$ cat src/rtl/sqw_alarm_pkg.sv
package sqw_alarm_pkg;

  typedef struct packed {
    logic       osc_off;
    logic       bat_drive;
    logic       conv_req;
    logic [1:0] rate;
    logic       irq_mode;
    logic       alm2_en;
    logic       alm1_en;
  } ctrl_t;

  localparam int NUM_ALM = 2;

endpackage

$ cat src/rtl/sqw_rst_sync.sv
module sqw_rst_sync (
  input  logic clk,
  input  logic rst_n,
  output logic rst_n_sync
);

  logic [1:0] sync_q;

  always_ff @(posedge clk or negedge rst_n) begin
    if (!rst_n) sync_q <= 2'b00;
    else        sync_q <= {sync_q[0], 1'b1};
  end

  assign rst_n_sync = sync_q[1];

endmodule

$ cat src/rtl/sqw_ctrl_reg.sv
module sqw_ctrl_reg
  import sqw_alarm_pkg::*;
#(
  parameter logic [7:0] CTRL_RST = 8'h1C
) (
  input  logic       clk,
  input  logic       rst_n,
  input  logic       wr_en,
  input  logic [7:0] wr_data,
  input  logic       on_battery,
  output ctrl_t      ctrl_q,
  output logic       frozen,
  output logic       restart
);

  ctrl_t ctrl_d;
  ctrl_t wr_val;
  logic  wr_ok;

  assign wr_val = ctrl_t'(wr_data);
  assign frozen = on_battery & ctrl_q.osc_off;
  assign wr_ok  = wr_en & ~frozen;

  // A change of rate code or mode restarts the divider
  assign restart = wr_ok &
                   ({wr_val.rate, wr_val.irq_mode} != {ctrl_q.rate, ctrl_q.irq_mode});

  always_comb begin
    ctrl_d = ctrl_q;
    if (wr_ok) ctrl_d = wr_val;
  end

  always_ff @(posedge clk or negedge rst_n) begin
    if (!rst_n) ctrl_q <= ctrl_t'(CTRL_RST);
    else        ctrl_q <= ctrl_d;
  end

  assert_frozen_ctrl_R9: assert property (@(posedge clk) disable iff (!rst_n)
    frozen |=> $stable(ctrl_q));

  assert_write_lands_R2: assert property (@(posedge clk) disable iff (!rst_n)
    (wr_en && !frozen) |=> (ctrl_q == $past(wr_data)));

endmodule

$ cat src/rtl/sqw_divider.sv
module sqw_divider #(
  parameter int REF_HZ = 32768,
  parameter int RATE_0 = 1,
  parameter int RATE_1 = 1024,
  parameter int RATE_2 = 4096,
  parameter int RATE_3 = 8192
) (
  input  logic       clk,
  input  logic       rst_n,
  input  logic       tick,
  input  logic       frozen,
  input  logic       restart,
  input  logic [1:0] rate,
  output logic       sqw
);

  localparam int HALF_0 = REF_HZ / (2 * RATE_0);
  localparam int HALF_1 = REF_HZ / (2 * RATE_1);
  localparam int HALF_2 = REF_HZ / (2 * RATE_2);
  localparam int HALF_3 = REF_HZ / (2 * RATE_3);
  localparam int CNT_W  = (HALF_0 > 2) ? $clog2(HALF_0) : 1;

  logic [CNT_W-1:0] cnt_q, cnt_d, half_m1;
  logic             sqw_q, sqw_d;
  logic             wrap;

  always_comb begin
    unique case (rate)
      2'b00:   half_m1 = CNT_W'(HALF_0 - 1);
      2'b01:   half_m1 = CNT_W'(HALF_1 - 1);
      2'b10:   half_m1 = CNT_W'(HALF_2 - 1);
      default: half_m1 = CNT_W'(HALF_3 - 1);
    endcase
  end

  assign wrap = (cnt_q == half_m1);

  always_comb begin
    cnt_d = cnt_q;
    sqw_d = sqw_q;
    if (restart) begin
      cnt_d = '0;
      sqw_d = 1'b1;
    end else if (tick && !frozen) begin
      if (wrap) begin
        cnt_d = '0;
        sqw_d = ~sqw_q;
      end else begin
        cnt_d = cnt_q + 1'b1;
      end
    end
  end

  always_ff @(posedge clk or negedge rst_n) begin
    if (!rst_n) begin
      cnt_q <= '0;
      sqw_q <= 1'b1;
    end else begin
      cnt_q <= cnt_d;
      sqw_q <= sqw_d;
    end
  end

  assign sqw = sqw_q;

  assert_cnt_in_range_R3: assert property (@(posedge clk) disable iff (!rst_n)
    cnt_q <= half_m1);

  assert_restart_clean_R10: assert property (@(posedge clk) disable iff (!rst_n)
    restart |=> (cnt_q == '0 && sqw_q));

  assert_frozen_div_R9: assert property (@(posedge clk) disable iff (!rst_n)
    (frozen && !restart) |=> ($stable(cnt_q) && $stable(sqw_q)));

endmodule

$ cat src/rtl/sqw_alarm_flags.sv
module sqw_alarm_flags
  import sqw_alarm_pkg::*;
(
  input  logic               clk,
  input  logic               rst_n,
  input  logic               frozen,
  input  logic [NUM_ALM-1:0] hit,
  input  logic               clr_en,
  input  logic [NUM_ALM-1:0] clr_data,
  output logic [NUM_ALM-1:0] flag
);

  for (genvar i = 0; i < NUM_ALM; i++) begin : g_flag
    logic flag_q, flag_d;

    always_comb begin
      flag_d = flag_q;
      if (!frozen) begin
        if (clr_en && !clr_data[i]) flag_d = 1'b0;
        if (hit[i])                 flag_d = 1'b1;
      end
    end

    always_ff @(posedge clk or negedge rst_n) begin
      if (!rst_n) flag_q <= 1'b0;
      else        flag_q <= flag_d;
    end

    assign flag[i] = flag_q;

    assert_match_sets_R6: assert property (@(posedge clk) disable iff (!rst_n)
      (hit[i] && !frozen) |=> flag_q);

    assert_flag_sticky_R7: assert property (@(posedge clk) disable iff (!rst_n)
      (flag_q && !(clr_en && !clr_data[i])) |=> flag_q);
  end

endmodule

$ cat src/rtl/sqw_pin_mux.sv
module sqw_pin_mux (
  input  logic       sqw,
  input  logic       irq_mode,
  input  logic [1:0] alm_en,
  input  logic [1:0] flag,
  input  logic       on_battery,
  input  logic       bat_drive,
  output logic       pin_n,
  output logic       pin_oe
);

  logic irq_act;
  logic level;

  assign irq_act = |(flag & alm_en);
  assign level   = irq_mode ? ~irq_act : sqw;
  assign pin_oe  = ~on_battery | bat_drive;
  assign pin_n   = pin_oe ? level : 1'b1;

endmodule

$ cat src/rtl/sqw_alarm_out.sv
module sqw_alarm_out
  import sqw_alarm_pkg::*;
#(
  parameter int         REF_HZ   = 32768,
  parameter int         RATE_0   = 1,
  parameter int         RATE_1   = 1024,
  parameter int         RATE_2   = 4096,
  parameter int         RATE_3   = 8192,
  parameter logic [7:0] CTRL_RST = 8'h1C
) (
  input  logic       clk,
  input  logic       rst_n,
  input  logic       ref_tick,
  input  logic       wr_en,
  input  logic [7:0] wr_data,
  input  logic       clr_en,
  input  logic [1:0] clr_data,
  input  logic       alm1_hit,
  input  logic       alm2_hit,
  input  logic       on_battery,
  output logic [7:0] ctrl_rd,
  output logic       flag_a1,
  output logic       flag_a2,
  output logic       pin_n,
  output logic       pin_oe
);

  logic               rst_i;
  ctrl_t              ctrl;
  logic               frozen;
  logic               restart;
  logic               sqw;
  logic [NUM_ALM-1:0] flags;

  sqw_rst_sync u_rst (
    .clk        (clk),
    .rst_n      (rst_n),
    .rst_n_sync (rst_i)
  );

  sqw_ctrl_reg #(.CTRL_RST(CTRL_RST)) u_ctrl (
    .clk        (clk),
    .rst_n      (rst_i),
    .wr_en      (wr_en),
    .wr_data    (wr_data),
    .on_battery (on_battery),
    .ctrl_q     (ctrl),
    .frozen     (frozen),
    .restart    (restart)
  );

  sqw_divider #(
    .REF_HZ(REF_HZ), .RATE_0(RATE_0), .RATE_1(RATE_1),
    .RATE_2(RATE_2), .RATE_3(RATE_3)
  ) u_div (
    .clk     (clk),
    .rst_n   (rst_i),
    .tick    (ref_tick),
    .frozen  (frozen),
    .restart (restart),
    .rate    (ctrl.rate),
    .sqw     (sqw)
  );

  sqw_alarm_flags u_flags (
    .clk      (clk),
    .rst_n    (rst_i),
    .frozen   (frozen),
    .hit      ({alm2_hit, alm1_hit}),
    .clr_en   (clr_en),
    .clr_data (clr_data),
    .flag     (flags)
  );

  sqw_pin_mux u_mux (
    .sqw        (sqw),
    .irq_mode   (ctrl.irq_mode),
    .alm_en     ({ctrl.alm2_en, ctrl.alm1_en}),
    .flag       (flags),
    .on_battery (on_battery),
    .bat_drive  (ctrl.bat_drive),
    .pin_n      (pin_n),
    .pin_oe     (pin_oe)
  );

  assign ctrl_rd = ctrl;
  assign flag_a1 = flags[0];
  assign flag_a2 = flags[1];

  assert_quiet_pin_R5: assert property (@(posedge clk) disable iff (!rst_i)
    (ctrl.irq_mode && !flags[0] && !flags[1]) |-> pin_n);

  assert_hiz_idle_R8: assert property (@(posedge clk) disable iff (!rst_i)
    !pin_oe |-> (pin_n && on_battery));

endmodule

$ cat config.mk
export PLATFORM = sky130hd
export DESIGN_NAME = sqw_alarm_out
export DESIGN_NICKNAME = d
export VERILOG_FILES = /design/src/rtl/sqw_alarm_pkg.sv /design/src/rtl/sqw_rst_sync.sv /design/src/rtl/sqw_ctrl_reg.sv /design/src/rtl/sqw_divider.sv /design/src/rtl/sqw_alarm_flags.sv /design/src/rtl/sqw_pin_mux.sv /design/src/rtl/sqw_alarm_out.sv
export SDC_FILE = /design/constraint.sdc
export NUM_CORES = 1
export LEC_CHECK = 0
export BUFFER_PORTS_ARGS = -buffer_cell sky130_fd_sc_hd__buf_2
export CORE_ASPECT_RATIO = 1.2
export CORE_MARGIN = 10
export CORE_UTILIZATION = 52
export CTS_CLUSTER_SIZE = 25
export DETAILED_ROUTE_END_ITERATION = 8
export PLACE_DENSITY = 0.75
export RECOVER_POWER = 100
export SETUP_SLACK_MARGIN = 0.05
export SLEW_MARGIN = 20
export SYNTH_ARGS = -nofsm -noshare
export SYNTH_HDL_FRONTEND = slang
export SYNTH_SLANG_ARGS = --single-unit
$ cat constraint.sdc
create_clock -name clk -period 2.5 [get_ports clk]
set_input_delay 0.75 -clock clk [delete_from_list [all_inputs] [get_ports clk]]
set_output_delay 0.75 -clock clk [all_outputs]
set_load 0.005 [all_outputs]
* Word-level counts from Yosys, hierarchy flattened *
Cells that the tools add are included.

cells by class
  $add $sub $neg = 1
  equality and inequality tests = 4
  muxes and demuxes = 13
  bitwise gates (word level) = 9
  reduce and logical (&&, ||, !) cells = 15

operators with widths
  kind                   count
  $mux 14                3
  $pmux 14 s3            1
  $add 14x1->14 const B  1
  $eq 14x14->1           1
  $mux 1                 9
  $reduce_bool 2->1      4
  $reduce_and 2->1       3
  $not 1->1              4
  $and 1x1->1            3
  $logic_and 1x1->1      3
  $logic_not 1->1        3
  $ne 3x3->1             1
  $and 2x2->2            1
  $eq 2x1->1 const B     1
  $eq 2x2->1 const B     1
  $logic_not 2->1        1
  $reduce_or 2->1        1
  $or 1x1->1             1

storage, ports and cells
  bits in registers = 27
  input bits = 18
  logic and storage cells = 54

* Longest topological paths before layout *
Gate-level depths: netlist (run 1).

  word-level depth = 6
  mapped depth = 6
  mapped depth without buffers = 5

* Hierarchy *
From an unflattened synthesis (run 1), not the netlist that was laid out.

unflattened totals
  cell total of the unflattened synthesis = 127
  area total of the unflattened synthesis = 1,387.6 um^2

modules (own cells, without submodules)
  module           instances  cells each  area each (um^2)
  sqw_divider      1          85          832.0
  sqw_ctrl_reg     1          22          356.6
  sqw_alarm_flags  1          12          107.6
  sqw_rst_sync     1          3           53.8
  sqw_pin_mux      1          5           37.5

* Worst setup path before layout (run 1) *
No wires, ideal clock.

  path type = in2reg
  start = input wr_data[3]
  end = register u_div.cnt_q[2]
  setup time = 0.146 ns
  arrival time = 1.943 ns
  required time = 2.354 ns
  path slack = 0.411 ns
  cell stages on the path = 6
  buffers on the path = 1
  cells stage by stage = xor2_1 -> o41ai_1 -> buf_2 -> nor3b_1 -> nand3_1 -> o311ai_0

between the ends
  longest elaborated chain between the ends = 3
  elaborated cells between the ends (all ways) = 4
  those cells by class = eq/ne: 1; mux: 1; bitwise: 1; reduce/logical: 1

ends and longest elaborated chain
  item                                                 line                 RTL
  from (decl)                                          sqw_alarm_out.sv:15  input logic [7:0] wr_data,
  $ne 3x3->1 (*)                                       sqw_ctrl_reg.sv:26   ({wr_val.rate, wr_val.irq_mode} != {ctrl_q.rate, ctrl_q.irq_mode});
  $and 1x1->1 (*)                                      sqw_ctrl_reg.sv:25   assign restart = wr_ok &
  $mux 14 / $reduce_bool 2->1 (equally long branches)  -
  to (signal assigned)                                 sqw_divider.sv:59    cnt_q <= cnt_d;
  to (decl)                                            sqw_divider.sv:23    logic [CNT_W-1:0] cnt_q, cnt_d, half_m1;

Mark *: on every way between the ends. The rest lies on a longest branch, timed or not.
A chain may end at the register's enable or synchronous reset.

* Final worst setup path (run 1) *
  start = register u_ctrl.ctrl_q[2] (netlist name)
  end = output pin_n

between the ends
  longest elaborated chain between the ends = 2

ends and longest elaborated chain
  item                    line                 RTL
  from (decl)             sqw_ctrl_reg.sv:11   output ctrl_t ctrl_q,
  from (signal assigned)  sqw_ctrl_reg.sv:34   if (!rst_n) ctrl_q <= ctrl_t'(CTRL_RST);
  from (signal assigned)  sqw_ctrl_reg.sv:35   else ctrl_q <= ctrl_d;
  $mux 1                  sqw_pin_mux.sv:16    assign level = irq_mode ? ~irq_act : sqw;
  $mux 1                  sqw_pin_mux.sv:18    assign pin_n = pin_oe ? level : 1'b1;
  to (decl)               sqw_alarm_out.sv:24  output logic pin_n,

Every way passes these cells.

==> key figures, run 1 <==
Outcome
  – Status: completed

Critical path
  – Max FO, Critical Path: 4
  – Crit end category: output pin
  – Worst EP required: 1.75 ns
  – Crit Path Class: flop to output pin
  – Worst setup SP type: flop
  – R2r worst-path depth: 6
  – WP data arrival: 1.43 ns

Final layout
  – Most frequent cells in the layout: 23 x dfrtp_1, 18 x buf_2, 17 x nand2_1
  – Final core occ: 62.43%
  – Fill count: 230
  – Commonest non-fill, non-tap cell in the layout: dfrtp_1
  – Proportion of layout cells with a drive suffix above 1: 20.24%
  – Ant diodes: 0
  – Final net count: 188
  – Layout area overhead: 14.64%
  – Seq. cell area: 680.7 um^2
  – Multi-input logic area: 664.4 um^2

Timing
  – Relative slew slack: 35.04%
  – Final min period: 2.181 ns
  – Slew @ Worst Pin: 0.9744 ns
  – Endpoints failing hold: 0
  – Final Slew Violations: 0
  – Final period util: 87.24%
  – Setup Skew: 0.001766 ns
  – Final setup fails: 0
  – RSZ-0062 raised after global routing: false
  – Setup WS post-layout: 0.3189 ns
  – Fmax: 458.5 MHz
  – TNS Setup: 0 ns

Power
  – Pleak: 0.0006553 uW
  – Total power density per cell area: 622.2 nW/um^2
  – Peak supply drop: 385.9 uV

Place
  – Number of port buffers: 29
  – Dpl ws: 0.2689 ns
  – Detailed Place HPWL: 2410 um
  – Final GP Congestion: 0.8239

Global routing
  – Overflow after GRT: 0
  – Total GRT Usage: 12.30%
  – Largest net degree at the start of global routing: 26
  – Vias in the first global route: 1,253
  – First-pass GRT wire length: 5202 um
  – Initial antenna violation count: 0

Clock tree
  – Clk buf depth: 2
  – Clock sink count: 27
  – CTS Buf Count: 3
  – CTS Hold Bufs: 0
  – H-tree lvl count: 1
  – Clock slew at reported path FFs: 0.13 ns
  – Worst skew pair latency: 0.31 ns
  – Post-CTS Resized: 0
  – Clk root buf: clkbuf_4
  – # Post-CTS Setup Buffers: 0
  – TritonCTS clock tree: built

Synthesis
  – Netlist cell types: 37
  – Cell count after synthesis: 136
  – Xor and xnor area share after synthesis: 8.273%
  – Largest cells by area after synthesis: dfrtp_1 42%, dfstp_2 7.6%, mux2_2 6.5%
  – Synth top area share: 41.82%
  – Multiplexer share of the synthesized area: 6.545%
  – YS warnings: 0
  – Compound-Gate Fraction of Synth Area: 10.82%
  – Main combinational cell family by area after synthesis: simple AND/OR/NAND/NOR gates
  – Netlist area before placement: 1376 um^2
  – Synth Flop Type: dfrtp_1
  – Simple-gate share of the synthesized area: 20.91%
  – Register area share after synthesis: 49.45%
  – Post-synth EDFFs: 0
  – Synth area leader: dfrtp_1
  – Number of synthesized register bits: 27
  – Syn Nets: 155
  – Synth Area in Adders: 0.9091%
  – Mapped Avg Cell Area: 10.12 um^2
  – Fraction of registers with async set/reset: 100.0%

Drt
  – Drt pass-1 iters: 4
  – Antenna-violating nets left: 0
  – DR vias/cell: 5.761
  – WL/cell: 15.20 um
  – DRT iter0 DRCs: 42
  – Via count: 1,158
  – DRC errors left: 0
  – Wirelength, routed: 3056 um

Floorplanning
  – Die area: 5113 um^2
  – I/O Pins: 30
  – Initial Util: 54.46%
  – Die Span X: 66.97 um
  – Core box area: 2527 um^2
  – Die H: 76.36 um
  – Row count: 20

Job
  – Max Cap Viol: 0

Worst hold path
  – Hold WC Path Type: primary input to asynchronous set/reset pin
==> worst max-delay path: stages (launching register included) <==
cell and delay, ns:
dfstp_1 0.60, inv_1 0.07, a221oi_1 0.21, a21oi_1 0.07, nand2_1 0.07, buf_2 0.10
==> cells by family after synthesis <==
logic type / Yosys count
buffers and inverters: 8
xor gates and xnor gates: 13
muxes: 8
other: 1
AOI/OAI and AO/OA: 21
adders and majority gates: 1
and+or+nand+nor: 57
DFF: 27
==> routing by layer <==
layer,GRT usage (%),share of wire (%)
met5,0,0
met4,3.909,0.79
met3,5.000,7.3
met2,22.05,51
met1,12.17,41
==> path summary, 6_finish.rpt <==
check	from	endpoint	slack, ns
worst min register to register	u_rst.sync_q[0]	u_rst.sync_q[1]	0.36
max in group asynchronous	u_rst.sync_q[1]	u_ctrl.ctrl_q[6]	1.50
worst min-delay path	rst_n	u_rst.sync_q[0]	0.19
min in group clk	u_rst.sync_q[0]	u_rst.sync_q[1]	0.36
worst max-delay path	u_ctrl.ctrl_q[2]	pin_n	0.32
worst max register to register	u_ctrl.ctrl_q[3]	u_div.cnt_q[9]	0.33
==> flip-flops by register name (all words and copies together) (netlist names) <==
| signal | cells |
|---|---|
| u_ctrl.ctrl_q | 8 |
| u_div.cnt_q | 14 |
| u_rst.sync_q | 2 |
| u_div.sqw | 1 |
| u_flags.g_flag.flag_q | 2 |
==> cell usage after synthesis (3+ instances only) <==
cell type / count
nor4_1: 5
o21ai_0: 7
nand3_1: 7
xor2_1: 5
nor2_1: 11
inv_1: 3
nand2_1: 17
or3_1: 3
xnor2_1: 8
dfrtp_1: 23
dfstp_2: 4
mux2_2: 8
==> stage by stage <==
step,hold slack (ns),instance area [um^2],instances,power (uW)
floorplan,0.3175,1376,136,723.5
global placement,0.3323,1573,197,813.4
detailed placement,0.3362,1573,197,824.2
CTS,0.1901,1599,201,1006
global route,0.1865,1578,201,1047
finish,0.1931,1578,201,981.7
==> power breakdown <==
group | leakage [uW] | switching [uW] | internal, uW
Clock | 0.0000150 | 117 | 62.3
Sequential | 0.000334 | 80.4 | 494
Combinational | 0.000306 | 121 | 107
==> cell type report <==
class	instances	area share (%)
clock buffer	4	1.665
inverter	3	0.7137
multi-input combinational	101	42.11
sequential	27	43.14
tap	33	2.617
timing repair buffer	33	9.754
(Power assumes the default switching activity.)
==> run 2, diff against run 1 <==
Settings changed: BUFFER_PORTS_ARGS -buffer_cell sky130_fd_sc_hd__buf_2 to default, DONT_BUFFER_PORTS from default to 1, PLACE_DENSITY 0.75 to 0.65.
==> key figures, run 2 (synthesized netlist as in run 1, its figures left out) <==
Outcome
  – Status: completed

Final layout
  – Final instance area: 1433 um^2
  – Proportion of layout cells with a drive suffix above 1: 10.87%
  – Layout area overhead: 4.091%
  – Final net count: 158
  – Max reg flops: 14
  – Top reg by flops: u_div.cnt_q
  – Layout Cells excl Fill: 171
  – Final core occ: 56.68%
  – Ant diodes: 0
  – Commonest non-fill, non-tap cell in the layout: dfrtp_1
  – Largest regs: u_div.cnt_q x14, u_ctrl.ctrl_q x8
  – Most frequent cells in the layout: 23 x dfrtp_1, 17 x nand2_1, 11 x nor2_1

Power
  – Pleak: 0.0005664 uW
  – Total power density per cell area: 657.4 nW/um^2
  – Peak supply drop: 489.1 uV

Drt
  – DRT iter0 DRCs: 43
  – Antenna-violating nets left: 0
  – DR vias/cell: 6.029
  – Drt pass-1 iters: 4
  – WL/cell: 16.99 um
  – Via count: 1,031
  – Wirelength, routed: 2905 um
  – DRC errors left: 0

Floorplanning
  – I/O Pins: 30
  – Die Span X: 66.97 um
  – Die area: 5113 um^2
  – Initial Util: 54.46%
  – Row count: 20
  – Core box area: 2527 um^2
  – Die H: 76.36 um

Timing
  – Final period util: 86.64%
  – Slew @ Worst Pin: 1.001 ns
  – RSZ-0062 raised after global routing: false
  – Fmax: 461.7 MHz
  – TNS Setup: 0 ns
  – Final min period: 2.166 ns
  – Final setup fails: 0
  – Final Slew Violations: 0
  – Setup Skew: 0.004663 ns
  – Endpoints failing hold: 0
  – Relative slew slack: 33.26%

Global routing
  – Vias in the first global route: 1,067
  – Initial antenna violation count: 0
  – Largest net degree at the start of global routing: 26
  – Global Route met3 Usage: 5.588%
  – Total GRT Usage: 12.02%
  – First-pass GRT wire length: 4885 um
  – Overflow after GRT: 0
  – Met2 Usage GRT: 19.77%
  – Busiest grt layer: met2
  – M1 GR Usage: 12.64%

Clock tree
  – CTS Hold Bufs: 0
  – Clk buf depth: 2
  – Clock slew at reported path FFs: 0.13 ns
  – CTS Buf Count: 3
  – H-tree lvl count: 1
  – Clk root buf: clkbuf_4
  – # Post-CTS Setup Buffers: 0
  – Worst skew pair latency: 0.33 ns
  – Clock sink count: 27
  – Post-CTS Resized: 0
  – TritonCTS clock tree: built

Place
  – Number of port buffers: 0
  – Detailed Place HPWL: 2223 um
  – Final GP Congestion: 0.8339
  – Placed cells: 167
  – Placement Cell Area: 1420 um^2

Critical path
  – Register-to-register setup slack: 0.39 ns
  – Slowest stage delay, CP: 0.63 ns
  – Max FO, Critical Path: 4
  – WP data arrival: 1.42 ns
  – RR Startpoint: u_ctrl.ctrl_q[4]
  – Reg2reg end: u_div.cnt_q[7]
  – Crit end category: output pin
  – Slowest CP cell: dfstp_1
  – Crit Path Class: flop to output pin
  – CP Cell Sequence: inv_1, a221oi_1, a21oi_1, nand2_1
  – Worst setup SP type: flop
  – Worst EP required: 1.75 ns
  – R2r worst-path depth: 5

Worst hold path
  – Hold WC Path Type: primary input to asynchronous set/reset pin

Job
  – Max Cap Viol: 0
-- run 2: changes by cell type in the layout (fill, tap and decap cells not counted) --
cell / before / now
o41ai_2: 1 / 0
buf_2: 18 / 0
o41ai_1: 0 / 1
buf_4: 2 / 1
clkbuf_1: 14 / 2
clkbuf_2: 0 / 1
-- run 2: worst max-delay path by stage --
stage | from | end
2_1_floorplan | wr_data[3] | u_div.cnt_q[2]
3_3_place_gp | ref_tick | u_div.cnt_q[7]
3_5_place_dp | ref_tick | u_div.cnt_q[7]
4_1_cts | u_ctrl.ctrl_q[2] | pin_n
5_1_grt | u_ctrl.ctrl_q[2] | pin_n
6_report | u_ctrl.ctrl_q[2] | pin_n
-- run 2: layout make-up --
type / instances / area, um^2
sequential: 27 / 680.7
multi-input combinational: 101 / 656.9
clock buffer: 4 / 26.28
tap: 33 / 41.29
inverter: 3 / 11.26
timing repair buffer: 3 / 16.27
fill: 226 / 1095
-- run 2: where the power goes --
| group | internal (uW) | switching, uW |
|---|---|---|
| combinational | 81.1 | 92.4 |
| sequential | 494 | 88.8 |
| clock | 62.7 | 123 |
-- run 2: worst max-delay path, delay by kind of cell (launching register included) --
| kind | cells | cell delay (ns) |
|---|---|---|
| flip-flops | 1 | 0.63 |
| AO/OA/AOI/OAI | 2 | 0.29 |
| AND/OR/NAND/NOR | 1 | 0.09 |
| buffers and inverters | 1 | 0.08 |
-- run 2: stage by stage --
| stage | hold WS (ns) | power, uW | setup slack [ns] |
|---|---|---|---|
| 2_1_floorplan | 0.3175 | 723.5 | 0.4113 |
| 3_3_place_gp | 0.3372 | 774.6 | 0.3651 |
| 3_5_place_dp | 0.3411 | 778.9 | 0.3018 |
| 4_1_cts | 0.09022 | 963.4 | 0.3556 |
| 5_1_grt | 0.06494 | 1008 | 0.1973 |
| 6_report | 0.09136 | 941.8 | 0.3339 |
-- run 2: layer usage --
layer  up-vias  part of all wire, %
met2        29                   51
li1        497                    -
met5         -                    0
met1       501                   38
met4         0                  1.6
met3         4                  9.4
==> run 3, diff against run 2 <==
Clock period 2.5 ns to 2.6 ns, I/O delays scaled along.
==> key figures, run 3 (synthesized netlist as in run 1, its figures left out) <==
Global routing
  – First-pass GRT wire length: 4471 um
  – Vias in the first global route: 1,003
  – Overflow after GRT: 0
  – Initial antenna violation count: 0
  – Total GRT Usage: 10.84%
  – Largest net degree at the start of global routing: 26

Final layout
  – Final net count: 156
  – Largest regs: u_div.cnt_q x14, u_ctrl.ctrl_q x8
  – Fill count: 238
  – Layout area overhead: 3.818%
  – Ant diodes: 0
  – Layout Cells excl Fill: 169
  – Final core occ: 56.53%
  – Commonest non-fill, non-tap cell in the layout: dfrtp_1
  – Proportion of layout cells with a drive suffix above 1: 12.50%
  – Top reg by flops: u_div.cnt_q
  – Most frequent cells in the layout: 23 x dfrtp_1, 17 x nand2_1, 11 x nor2_1
  – Max reg flops: 14

Timing
  – Final Slew Violations: 0
  – Final setup fails: 0
  – Slew @ Worst Pin: 0.9903 ns
  – Setup Skew: 0.009719 ns
  – Final period util: 88.78%
  – RSZ-0062 raised after global routing: false
  – Final min period: 2.308 ns
  – Endpoints failing hold: 0
  – TNS Setup: 0 ns
  – Fmax: 433.2 MHz
  – Relative slew slack: 33.98%

Clock tree
  – CTS Buf Count: 3
  – CTS Hold Bufs: 0
  – # Post-CTS Setup Buffers: 0
  – Clock slew at reported path FFs: 0.15 ns
  – Clk buf depth: 2
  – Worst skew pair latency: 0.32 ns
  – H-tree lvl count: 1
  – Post-CTS Resized: 0
  – Clock sink count: 27
  – Clk root buf: clkbuf_4
  – TritonCTS clock tree: built

Critical path
  – Crit Path Class: flop to flop
  – Register-to-register setup slack: 0.29 ns
  – Crit end category: flop
  – WP data arrival: 2.50 ns
  – CP Cell Sequence: nand4_1, or4_1, a221o_1, o21ai_1, nor2_1
  – Slowest CP cell: o21ai_1
  – Slowest stage delay, CP: 0.52 ns
  – RR Startpoint: u_div.cnt_q[9]
  – Worst Path Buf+Inv: 0
  – Max FO, Critical Path: 8
  – Critical path origin: u_div.cnt_q[9]
  – Worst setup SP type: flop
  – Worst EP required: 2.80 ns
  – CP delay by family, top: compound AO/OA/AOI/OAI gates

Drt
  – Wirelength, routed: 2834 um
  – DR vias/cell: 6.071
  – Drt pass-1 iters: 4
  – DRT iter0 DRCs: 55
  – Antenna-violating nets left: 0
  – WL/cell: 16.77 um
  – Via count: 1,026
  – DRC errors left: 0

Place
  – Detailed Place HPWL: 2208 um
  – Number of port buffers: 0
  – Placed cells: 165
  – Final GP Congestion: 0.7848

Power
  – Sequential group share of total power: 61.9%
  – Total power density per cell area: 635.8 nW/um^2
  – Combinational Power Share: 18.3%
  – Peak supply drop: 398.8 uV
  – Clock power frac: 19.8%
  – Pleak: 0.0005667 uW
  – Sw frac: 32.69%
  – Internal Pwr Total: 611.6 uW
  – Switch Pwr: 297.0 uW

Floorplanning
  – Row count: 20
  – I/O Pins: 30
  – Die Span X: 66.97 um
  – Initial Util: 54.46%
  – Die H: 76.36 um
  – Core box area: 2527 um^2
  – Die area: 5113 um^2

Outcome
  – Status: completed

Worst hold path
  – Hold WC Path Type: primary input to asynchronous set/reset pin

Job
  – Max Cap Viol: 0
==> run 3: final cells by class <==
| type | count | area [um^2] | share of cell area, % |
|---|---|---|---|
| clock buffer | 3 | 22.52 | 1.576 |
| clock inverter | 1 | 5.005 | 0.3503 |
| inverter | 3 | 11.26 | 0.7881 |
| multi-input combinational | 101 | 660.6 | 46.23 |
| sequential | 27 | 680.7 | 47.64 |
| tap | 33 | 41.29 | 2.890 |
| timing repair buffer | 1 | 7.507 | 0.5254 |
==> run 3: final timing paths <==
kind / end / cells past startpoint
max: u_div.cnt_q[13] / 5
min: u_rst.sync_q[1] / 0
max reg2reg: u_div.cnt_q[13] / 5
min reg2reg: u_rst.sync_q[1] / 0
min in group clk: u_rst.sync_q[1] / 0
max in group asynchronous: u_div.cnt_q[1] / 0
==> run 3: power by group through the flow <==
| stage | registers (uW) | logic (uW) | clock network (uW) |
|---|---|---|---|
| final | 562 | 166 | 180 |
| after global routing | 575 | 186 | 196 |
| after CTS | 565 | 171 | 180 |
| after detailed placement | 572 | 171 | 0 |
| after global placement | 571 | 166 | 0 |
| after floorplan | 536 | 160 | 0 |
==> run 3: stage by stage <==
stage | total power (uW) | hold WS (ns) | worst slack [ns] | area, um^2
5_1_grt | 957.3 | 0.1000 | 0.1169 | 1429
3_3_place_gp | 737.0 | 0.3364 | 0.3042 | 1405
2_1_floorplan | 695.6 | 0.3175 | 0.4813 | 1376
6_report | 908.5 | 0.1197 | 0.2917 | 1429
3_5_place_dp | 743.4 | 0.3405 | 0.2037 | 1405
4_1_cts | 916.1 | 0.1200 | 0.3680 | 1433
==> run 3: metal layers <==
| layer | up-vias | GRT usage [%] | wire, um |
|---|---|---|---|
| met5 | - | 0 | 0 |
| met4 | 0 | 3.086 | 26 |
| met3 | 4 | 5.000 | 237 |
| met2 | 27 | 18.73 | 1453 |
| met1 | 505 | 11.18 | 1117 |
| li1 | 490 | - | - |
